$ cat config.mk
export PLATFORM = sky130hd
export DESIGN_NAME = spd_slave
export DESIGN_NICKNAME = d
export VERILOG_FILES = /design/src/rtl/spd_pkg.sv /design/src/rtl/spd_sync.sv /design/src/rtl/spd_mem.sv /design/src/rtl/spd_ctrl.sv /design/src/rtl/spd_slave.sv
export SDC_FILE = /design/constraint.sdc
export NUM_CORES = 2
export LEC_CHECK = 0
export BUFFER_PORTS_ARGS = -buffer_cell sky130_fd_sc_hd__buf_4
export CAP_MARGIN = 25
export CORE_ASPECT_RATIO = 1.1
export CORE_MARGIN = 2
export CORE_UTILIZATION = 45
export CTS_BUF_LIST = sky130_fd_sc_hd__clkbuf_4
export DETAILED_ROUTE_END_ITERATION = 10
export PLACE_DENSITY_LB_ADDON = 0.25
export SYNTH_ARGS = -nofsm -noshare
export SYNTH_HDL_FRONTEND = slang
export SYNTH_SLANG_ARGS = --single-unit
$ cat constraint.sdc
create_clock -name clk -period 7.2 [get_ports clk]
set_clock_uncertainty 0.15 [all_clocks]
set_input_delay 0 -clock clk [delete_from_list [all_inputs] [get_ports clk]]
set_output_delay 0 -clock clk [all_outputs]
set_load 0.01 [all_outputs]
$ cat src/rtl/spd_pkg.sv
package spd_pkg;

    localparam int BYTE_W = 8;

    typedef enum logic [3:0] {
        ST_IDLE,
        ST_ADDR,
        ST_ADDR_ACK,
        ST_WORD,
        ST_WORD_ACK,
        ST_WDATA,
        ST_DATA_ACK,
        ST_RDATA,
        ST_MACK,
        ST_PARK
    } spd_state_e;

endpackage

$ cat src/rtl/spd_sync.sv
module spd_sync #(
    parameter int STAGES = 2
) (
    input  logic clk,
    input  logic rst_n,
    input  logic scl_i,
    input  logic sda_i,
    output logic scl_s,
    output logic sda_s,
    output logic scl_rise,
    output logic scl_fall,
    output logic start_evt,
    output logic stop_evt
);

    logic [STAGES-1:0] scl_q;
    logic [STAGES-1:0] sda_q;
    logic              scl_d;
    logic              sda_d;

    always_ff @(posedge clk or negedge rst_n) begin
        if (!rst_n) begin
            scl_q <= '1;
            sda_q <= '1;
            scl_d <= 1'b1;
            sda_d <= 1'b1;
        end else begin
            scl_q <= {scl_q[STAGES-2:0], scl_i};
            sda_q <= {sda_q[STAGES-2:0], sda_i};
            scl_d <= scl_q[STAGES-1];
            sda_d <= sda_q[STAGES-1];
        end
    end

    assign scl_s     = scl_q[STAGES-1];
    assign sda_s     = sda_q[STAGES-1];
    assign scl_rise  = scl_s & ~scl_d;
    assign scl_fall  = ~scl_s & scl_d;
    assign start_evt = scl_s & scl_d & sda_d & ~sda_s;
    assign stop_evt  = scl_s & scl_d & ~sda_d & sda_s;

endmodule

$ cat src/rtl/spd_mem.sv
module spd_mem #(
    parameter int                ADDR_W   = 8,
    parameter int                DATA_W   = 8,
    parameter logic [DATA_W-1:0] INIT_KEY = 8'h5A
) (
    input  logic              clk,
    input  logic              rst_n,
    input  logic              wr_en,
    input  logic [ADDR_W-1:0] addr,
    input  logic [DATA_W-1:0] wr_data,
    output logic [DATA_W-1:0] rd_data
);

    localparam int DEPTH = 1 << ADDR_W;

    logic [DATA_W-1:0] cells [DEPTH];

    always_ff @(posedge clk or negedge rst_n) begin
        if (!rst_n) begin
            for (int i = 0; i < DEPTH; i++) begin
                cells[i] <= DATA_W'(i) ^ INIT_KEY;
            end
        end else if (wr_en) begin
            cells[addr] <= wr_data;
        end
    end

    assign rd_data = cells[addr];

    AST_WRITE_LANDS: assert property (@(posedge clk) disable iff (!rst_n)
        wr_en |=> cells[$past(addr)] == $past(wr_data))
        else $error("table write did not land");

endmodule

$ cat src/rtl/spd_ctrl.sv
module spd_ctrl
    import spd_pkg::*;
#(
    parameter int ADDR_W = 8
) (
    input  logic              clk,
    input  logic              rst_n,
    input  logic              scl_s,
    input  logic              sda_s,
    input  logic              scl_rise,
    input  logic              scl_fall,
    input  logic              start_evt,
    input  logic              stop_evt,
    input  logic [6:0]        dev_addr,
    input  logic [BYTE_W-1:0] mem_rdata,
    output logic              mem_we,
    output logic [ADDR_W-1:0] mem_addr,
    output logic [BYTE_W-1:0] mem_wdata,
    output logic              sda_pull_o,
    output logic              standby_o
);

    localparam int CNT_W = $clog2(BYTE_W + 1);
    localparam logic [CNT_W-1:0] LAST_BIT = CNT_W'(BYTE_W - 1);

    spd_state_e        state;
    spd_state_e        nxt;
    logic [CNT_W-1:0]  bit_cnt;
    logic              byte_done;
    logic [BYTE_W-1:0] rx_sr;
    logic [BYTE_W-1:0] tx_sr;
    logic [ADDR_W-1:0] ptr;
    logic              rw;
    logic              mack_ok;
    logic              load_ptr;
    logic              load_tx;

    // next-state decision
    always_comb begin
        nxt = state;
        if (stop_evt) begin
            nxt = ST_IDLE;
        end else if (start_evt) begin
            nxt = ST_ADDR;
        end else begin
            unique case (state)
                ST_IDLE, ST_PARK: nxt = state;
                ST_ADDR: begin
                    if (scl_fall && byte_done)
                        nxt = (rx_sr[BYTE_W-1:1] == dev_addr) ? ST_ADDR_ACK : ST_PARK;
                end
                ST_ADDR_ACK: begin
                    if (scl_fall) nxt = rw ? ST_RDATA : ST_WORD;
                end
                ST_WORD: begin
                    if (scl_fall && byte_done) nxt = ST_WORD_ACK;
                end
                ST_WORD_ACK: begin
                    if (scl_fall) nxt = ST_WDATA;
                end
                ST_WDATA: begin
                    if (scl_fall && byte_done) nxt = ST_DATA_ACK;
                end
                ST_DATA_ACK: begin
                    if (scl_fall) nxt = ST_WDATA;
                end
                ST_RDATA: begin
                    if (scl_fall && bit_cnt == LAST_BIT) nxt = ST_MACK;
                end
                ST_MACK: begin
                    if (scl_fall) nxt = mack_ok ? ST_RDATA : ST_PARK;
                end
                default: nxt = ST_IDLE;
            endcase
        end
    end

    // state register
    always_ff @(posedge clk or negedge rst_n) begin
        if (!rst_n) state <= ST_IDLE;
        else        state <= nxt;
    end

    assign load_ptr  = (state == ST_WORD) && (nxt == ST_WORD_ACK);
    assign mem_we    = (state == ST_WDATA) && (nxt == ST_DATA_ACK);
    assign load_tx   = (nxt == ST_RDATA) && (state != ST_RDATA);
    assign mem_addr  = ptr;
    assign mem_wdata = rx_sr;

    // shift registers, bit counter and table pointer
    always_ff @(posedge clk or negedge rst_n) begin
        if (!rst_n) begin
            bit_cnt   <= '0;
            byte_done <= 1'b0;
            rx_sr     <= '0;
            tx_sr     <= '1;
            ptr       <= '0;
            rw        <= 1'b0;
            mack_ok   <= 1'b0;
        end else begin
            if (start_evt || stop_evt) begin
                bit_cnt   <= '0;
                byte_done <= 1'b0;
            end else begin
                unique case (state)
                    ST_ADDR, ST_WORD, ST_WDATA: begin
                        if (scl_rise) begin
                            rx_sr     <= {rx_sr[BYTE_W-2:0], sda_s};
                            bit_cnt   <= bit_cnt + CNT_W'(1);
                            byte_done <= (bit_cnt == LAST_BIT);
                        end else if (scl_fall && byte_done) begin
                            byte_done <= 1'b0;
                            bit_cnt   <= '0;
                        end
                    end
                    ST_RDATA: begin
                        if (scl_fall) begin
                            tx_sr   <= {tx_sr[BYTE_W-2:0], 1'b1};
                            bit_cnt <= bit_cnt + CNT_W'(1);
                        end
                    end
                    ST_MACK: begin
                        if (scl_rise) mack_ok <= ~sda_s;
                    end
                    default: ;
                endcase
            end
            if (state == ST_ADDR && nxt == ST_ADDR_ACK) rw <= rx_sr[0];
            if (load_ptr) ptr <= rx_sr[ADDR_W-1:0];
            if (mem_we)   ptr <= ptr + ADDR_W'(1);
            if (load_tx) begin
                tx_sr   <= mem_rdata;
                ptr     <= ptr + ADDR_W'(1);
                bit_cnt <= '0;
            end
        end
    end

    // outputs
    always_comb begin
        sda_pull_o = 1'b0;
        standby_o  = 1'b0;
        unique case (state)
            ST_IDLE:                             standby_o  = 1'b1;
            ST_ADDR_ACK, ST_WORD_ACK, ST_DATA_ACK: sda_pull_o = 1'b1;
            ST_RDATA:                            sda_pull_o = ~tx_sr[BYTE_W-1];
            default: ;
        endcase
    end

    AST_PULL_SCL_LOW: assert property (@(posedge clk) disable iff (!rst_n)
        !$stable(sda_pull_o) |-> !scl_s)
        else $error("pull changed with clock line high");

    AST_STANDBY_QUIET: assert property (@(posedge clk) disable iff (!rst_n)
        standby_o |-> !sda_pull_o)
        else $error("pull while in standby");

    AST_STOP_TO_STANDBY: assert property (@(posedge clk) disable iff (!rst_n)
        stop_evt |=> standby_o)
        else $error("stop did not reach standby");

    AST_START_WAKES: assert property (@(posedge clk) disable iff (!rst_n)
        (start_evt && !stop_evt) |=> (!standby_o && !sda_pull_o))
        else $error("start did not leave standby");

    AST_PARK_RELEASED: assert property (@(posedge clk) disable iff (!rst_n)
        (state == ST_PARK) |-> !sda_pull_o)
        else $error("parked slave drives the line");

endmodule

$ cat src/rtl/spd_slave.sv
module spd_slave #(
    parameter int         ADDR_W      = 8,
    parameter int         SYNC_STAGES = 2,
    parameter logic [3:0] TYPE_CODE   = 4'b1010,
    parameter logic [7:0] INIT_KEY    = 8'h5A
) (
    input  logic       clk,
    input  logic       rst_n,
    input  logic       scl_i,
    input  logic       sda_i,
    input  logic [2:0] strap_i,
    output logic       sda_pull_o,
    output logic       standby_o
);

    localparam int BYTE_W = spd_pkg::BYTE_W;

    logic              scl_s;
    logic              sda_s;
    logic              scl_rise;
    logic              scl_fall;
    logic              start_evt;
    logic              stop_evt;
    logic              mem_we;
    logic [ADDR_W-1:0] mem_addr;
    logic [BYTE_W-1:0] mem_wdata;
    logic [BYTE_W-1:0] mem_rdata;
    logic [6:0]        dev_addr;

    assign dev_addr = {TYPE_CODE, strap_i};

    spd_sync #(.STAGES(SYNC_STAGES)) u_sync (
        .clk       (clk),
        .rst_n     (rst_n),
        .scl_i     (scl_i),
        .sda_i     (sda_i),
        .scl_s     (scl_s),
        .sda_s     (sda_s),
        .scl_rise  (scl_rise),
        .scl_fall  (scl_fall),
        .start_evt (start_evt),
        .stop_evt  (stop_evt)
    );

    spd_ctrl #(.ADDR_W(ADDR_W)) u_ctrl (
        .clk        (clk),
        .rst_n      (rst_n),
        .scl_s      (scl_s),
        .sda_s      (sda_s),
        .scl_rise   (scl_rise),
        .scl_fall   (scl_fall),
        .start_evt  (start_evt),
        .stop_evt   (stop_evt),
        .dev_addr   (dev_addr),
        .mem_rdata  (mem_rdata),
        .mem_we     (mem_we),
        .mem_addr   (mem_addr),
        .mem_wdata  (mem_wdata),
        .sda_pull_o (sda_pull_o),
        .standby_o  (standby_o)
    );

    spd_mem #(
        .ADDR_W   (ADDR_W),
        .DATA_W   (BYTE_W),
        .INIT_KEY (INIT_KEY)
    ) u_mem (
        .clk     (clk),
        .rst_n   (rst_n),
        .wr_en   (mem_we),
        .addr    (mem_addr),
        .wr_data (mem_wdata),
        .rd_data (mem_rdata)
    );

endmodule

Word-level counts from Yosys, hierarchy flattened --
Index checks and enable logic that the tools add are counted.
Storage, ports and cells: word-level logic and storage cells 367, output and inout port bits 2, input bits 7, register bits 2089
Cells by class: order comparisons 2, $add $sub $neg 2, reduce and logical (&&, ||, !) cells 24, equal/unequal tests 19, bitwise gates (word level) 14, muxes and demuxes 38
Operators with widths (count):
- $bwmux 2048 | 1
- $mux 8 | 10
- $bmux 8 s8 | 1
- $demux 8 s8 | 1
- $mux 4 | 16
- $eq 4x3->1 const B | 8
- $pmux 4 s8 | 1
- $eq 4x2->1 const B | 3
- $reduce_and 3->1 | 4
- $ge 9x9->1 const B | 1
- $lt 9x1->1 const B | 1
- $not 8->9 | 1
- $add 8x1->8 const B | 1
- $eq 4x4->1 const B | 2
- $pmux 4 s2 | 1
- $and 1x1->1 | 7
- $eq 7x7->1 | 1
- $logic_and 1x1->1 | 7
- $not 1->1 | 6
- $reduce_bool 2->1 | 3
- $reduce_bool 3->1 | 2
- $reduce_or 3->1 | 2
- $mux 1 | 5
- $ne 5x2->1 const B | 1
- 12 further kinds | 13

Depth between registers and ports, before layout --
depth after elaboration 12, depth in mapped cells 15, depth with buffers taken out 9

Cells and area by module --
Synthesis repeated with hierarchy kept, for this count alone.
Second synthesis, totals: cell total of the unflattened synthesis 6049, area, all modules 96218.5 um^2
Modules (own cells, without submodules):
- spd_mem | cells each 5830, area each 93942.6 um^2, sequential area each 52530.4 um^2, times used 1
- spd_ctrl | cells each 207, area each 2078.2 um^2, sequential area each 885.8 um^2, times used 1
- spd_sync | cells each 10, area each 190.2 um^2, sequential area each 157.7 um^2, times used 1
- spd_slave | cells each 2, area each 7.5 um^2, sequential area each 0.0 um^2, times used 1

Least setup slack after synthesis --
OpenSTA, ideal clock, no wires.
kind register to register, from register u_ctrl.ptr[0] (netlist: u_ctrl.mem_addr[0]), to register u_mem.cells[1608] (netlist name), required time 6.925 ns, arrival time 3.107 ns, clock period less this slack 3.382 ns, cell stages (with the launch flop) 14, path buffers 8, slack 3.818 ns, library setup time 0.125 ns, path through dfrtp_1 > buf_6 > buf_8 > buf_8 > buf_6 > buf_6 > inv_2 > buf_4 > buf_2 > ha_1 > nand2_1 > clkbuf_1 > nor2_1 > mux2_2
On the way: cells in the longest elaborated chain, start to end 6, elaborated cells between the ends (all ways) 7, classes of those cells order compare: 2; mux: 3; bitwise: 1; reduce/logical: 1
Ends and longest elaborated chain:
- start: declaration | RTL line spd_ctrl.sv:32 | logic [ADDR_W-1:0] ptr;
- start signal: assignment | RTL line spd_ctrl.sv:129 | if (load_ptr) ptr <= rx_sr[ADDR_W-1:0];
- start signal: assignment | RTL line spd_ctrl.sv:130 | if (mem_we) ptr <= ptr + ADDR_W'(1);
- start signal: assignment | RTL line spd_ctrl.sv:133 | ptr <= ptr + ADDR_W'(1);
- $not 8->9 (not written as such) * | RTL line spd_mem.sv:24 | cells[addr] <= wr_data;
- $ge 9x9->1 (not written as such) / $lt 9x1->1 (equally long branches) | RTL line spd_mem.sv:24
- $logic_and 1x1->1 (not written as such) | RTL line spd_mem.sv:24
- $mux 8 (not written as such) | RTL line spd_mem.sv:24
- $demux 8 s8 * | RTL line spd_mem.sv:24
- $bwmux 2048 * | RTL line spd_mem.sv:24
- end signal: indexed assignment | RTL line spd_mem.sv:21 | cells[i] <= DATA_W'(i) ^ INIT_KEY;
- end signal: indexed assignment | RTL line spd_mem.sv:24
- end: declaration | RTL line spd_mem.sv:16 | logic [DATA_W-1:0] cells [DEPTH];
Mark *: on every way between the ends. The rest lies on a longest branch, timed or not. A chain may end at the register's enable or synchronous reset.

Final worst setup path --
from register u_sync.scl_d, to register u_mem.cells[316] (netlist name)
On the way: cells in the longest elaborated chain, start to end 8, elaborated cells between the ends (all ways) 20, classes of those cells eq/ne: 1; mux: 10; bitwise: 6; reduce/logical: 3
Ends and longest elaborated chain:
- start: declaration | RTL line spd_sync.sv:18 | logic scl_d;
- start signal: assignment | RTL line spd_sync.sv:30 | scl_d <= scl_q[STAGES-1];
- $and 1x1->1 | RTL line spd_sync.sv:38 | assign scl_fall = ~scl_s & scl_d;
- $logic_and 1x1->1 (on tied branches)
- $mux 4 (on tied branches)
- $pmux 4 s8 | RTL line spd_ctrl.sv:46 | unique case (state)
- $mux 4 | RTL line spd_ctrl.sv:43 | end else if (start_evt) begin
- $mux 4 * | RTL line spd_ctrl.sv:41 | if (stop_evt) begin
- $eq 4x3->1 * | RTL line spd_ctrl.sv:85 | assign mem_we = (state == ST_WDATA) && (nxt == ST_DATA_ACK);
- $logic_and 1x1->1 * | RTL line spd_ctrl.sv:85
Marked as above.

==> flow_metrics.tcl <==
set metrics [dict create \
    reg2regPathDepth 7 \
    r2r_slack_ps 2430 \
    cts_setup_buffers 0 \
    die_width_microns 447 \
    io_pins 9 \
    ant_nets 0 \
    path_clk_slew_ps 70 \
    nets 6516 \
    synth_warnings 0 \
    setup_ws_ps 2430 \
    slew_violations 0 \
    crit_required_ps 8340 \
    synth-main-ff-cell "dfrtp_1" \
    htreeDepth 6 \
    portBuffers 8 \
    die_area_sq_um 219000 \
    fin_cells 9830 \
    drt-wirelength-per-cell_microns 28.5 \
    start_util_pct 45.3 \
    cts_resized 0 \
    ys_seq_elements 2089 \
    hold_violations 0 \
    drive_gt1_share_pct 69.2 \
    relSlewSlack_pct 18.5 \
    insertion_delay_ps 1440 \
    dr.pass1.iters 6 \
    synth_area_leader_cell "dfstp_2" \
    cp.arrival_ps 5910 \
    drtIter0Drc 4264 \
    post-route-period-util_pct 66.3 \
    cts_tree "yes" \
    pre_cts_ws_ps 2500 \
    grt_pass1_wl_microns 418000 \
    dp.final_hpwl_microns 174000 \
    antenna_found_initial 7 \
    synth_seq_area_share_pct 55.3 \
    mostFrequentLayoutCells "mux2_2 (1,972), dfrtp_1 (1,038), dfstp_2 (1,038), clkbuf_4 (914), mux4_2 (511)" \
    drt-total-wl_microns 281000 \
    ctsHoldBuffers 16 \
    leakagePower_nw 45.9 \
    path_class "reg -> reg" \
    grt_max_degree 184 \
    dieHeight_microns 491 \
    regToRegEndpoint "u_mem.cells[316]" \
    final_util_pct 50.3 \
    finalCriticalPeriod_ps 4770 \
    core.rowCount 178 \
    root_buffer "clkbuf_4" \
    vias_per_cell 5.91 \
    grt_usage_pct 25.7 \
    ir_drop_uv 276 \
    total_power_mw 25.5 \
    rsz0062_at_grt "false" \
    cts.path.max_buffers 4 \
    status "finished, final reports clean" \
    synth_area_per_cell_sq_um 15.5 \
    core_area_sq_um 214000 \
    cp-end-kind "flip-flop" \
    synth_area_leaders "dfstp_2 (28%), dfrtp_1 (27%), mux2_2 (23%)" \
    synth.top_cell.area_share_pct 28.1 \
    vias 58100 \
    area_delta_synth_final_pct 11.0 \
    synthesis.nets 6267 \
    fmax_mhz 209 \
    cp-start-kind "flip-flop" \
    gp_congestion 0.922 \
    synth-async-reset-ratio_pct 100 \
    path_max_fanout 14 \
    synthCells 6255 \
    min-delay-path-class "in -> async" \
    ys_types 73 \
    cts_sinks 2089 \
    drv_cap 0 \
    setup-violations-final 0 \
    cts_buffers 564 \
    worst_pin_slew_ps 1220 \
    synth_edf_count 0 \
    setup-tns-final_ps 0 \
    fillers 18200 \
    power_density_nw_per_um2 237 \
    rr_startpoint "u_sync.scl_d" \
    grt_pass1_vias 60800 \
    drc 0 \
    final_common_cell "mux2_2" \
    place_inst 8796 \
    grt_remaining_overflow 0 \
    syn-cell-area_sq_um 97000 \
]
synthesized netlist by cell type, types with 4 or more instances:
cell type and instances:
o22a_1 6, nand3_1 34, ha_1 5, nor4_1 10, a311oi_1 5, and2_1 10
a21oi_1 37, o21ai_0 110, o22ai_1 47, buf_1 15, nor2_1 95, a21boi_0 4
nor3_1 19, nand3b_1 6, nand2_1 257, o31ai_1 6, nand2b_1 17, a211oi_1 13
mux2_1 16, buf_4 37, nand4_1 12, a22oi_1 65, clkbuf_1 285, buf_2 108
dfrtp_1 1051, a22o_1 16, mux4_2 511, inv_1 10, a221oi_1 17, buf_6 19
dfstp_2 1038, a31oi_1 9, mux2_2 1972, mux2i_1 133, o41ai_1 4, nor2_2 165
a2111oi_0 5, nor2b_1 20, o211ai_1 6, or3_1 6
routing by layer:
metal | up-vias | track usage (%) | wire length [microns]
met4 | 4 | 11.2 | 11700
li1 | 24200 | - | -
met5 | - | 0 | 30
met1 | 31400 | 34.6 | 118000
met3 | 571 | 5.97 | 18400
met2 | 1955 | 40.0 | 132000
critical path: stages (launching register included):
cell     delay [ps]
dfstp_2         610
nor2b_1         450
nand3_1         270
nor2_2          660
buf_4           400
nand3_1         720
nor2_1          960
mux2_2          410
registers in the layout, indices dropped and copies added (netlist names):
| signal | flops |
|---|---|
| u_ctrl.bit_cnt | 4 |
| u_ctrl.byte_done | 1 |
| u_ctrl.mack_ok | 1 |
| u_ctrl.mem_addr | 8 |
| u_ctrl.mem_wdata | 8 |
| u_ctrl.rw | 1 |
| u_ctrl.state | 4 |
| u_ctrl.tx_sr | 8 |
| u_mem.cells | 2048 |
| u_sync.scl_d | 1 |
| u_sync.scl_q | 2 |
| u_sync.sda_d | 1 |
| u_sync.sda_q | 2 |
cell families after synthesis:
logic type	after synthesis	synth area share (%)
xor gates and xnor gates	4	0.0361
AOI/OAI and AO/OA	379	2.61
buffers and inverters	478	2.32
DFF	2089	55.3
muxes	2632	36.3
adders and majority gates	5	0.0645
and+or+nand+nor	668	3.37
worst max-delay path by stage:
stage,from,end,cells after the start
6_report,u_sync.scl_d,u_mem.cells[316],7
5_1_grt,u_sync.scl_d,u_mem.cells[314],7
4_1_cts,u_ctrl.mem_addr[0],u_ctrl.tx_sr[1],8
3_5_place_dp,u_ctrl.mem_addr[0],u_ctrl.tx_sr[1],8
3_3_place_gp,u_ctrl.mem_addr[0],u_ctrl.tx_sr[3],9
2_1_floorplan,u_ctrl.mem_addr[0],u_mem.cells[1608],13
area by class of cell:
| type | count | area [sq um] | area share, % |
|---|---|---|---|
| clock inverters | 94 | 638 | 0.593 |
| well taps | 2880 | 3600 | 3.35 |
| multi-input cells | 3688 | 41200 | 38.3 |
| clock buffers | 913 | 6850 | 6.37 |
| flip-flops and latches | 2089 | 53600 | 49.8 |
| diodes | 5 | 12.5 | 0.0116 |
| inverters | 11 | 42.5 | 0.0395 |
| repair buffers | 150 | 1640 | 1.52 |
per-stage QoR:
stage	hold slack, ps	instance area (sq um)
floorplan	-446	97000
global placement	-207	99700
detailed placement	-201	99800
CTS	72.1	107000
global route	164	108000
finish	177	108000
where the power goes:
| group | internal, mW | leakage (nW) | switching, mW | total (mW) |
|---|---|---|---|---|
| Combinational | 0.305 | 16.0 | 2.04 | 2.35 |
| Clock | 6.08 | 4.53 | 5.03 | 11.1 |
| Sequential | 11.8 | 25.4 | 0.216 | 12.0 |
No activity file was read; power rests on OpenSTA's default activity.
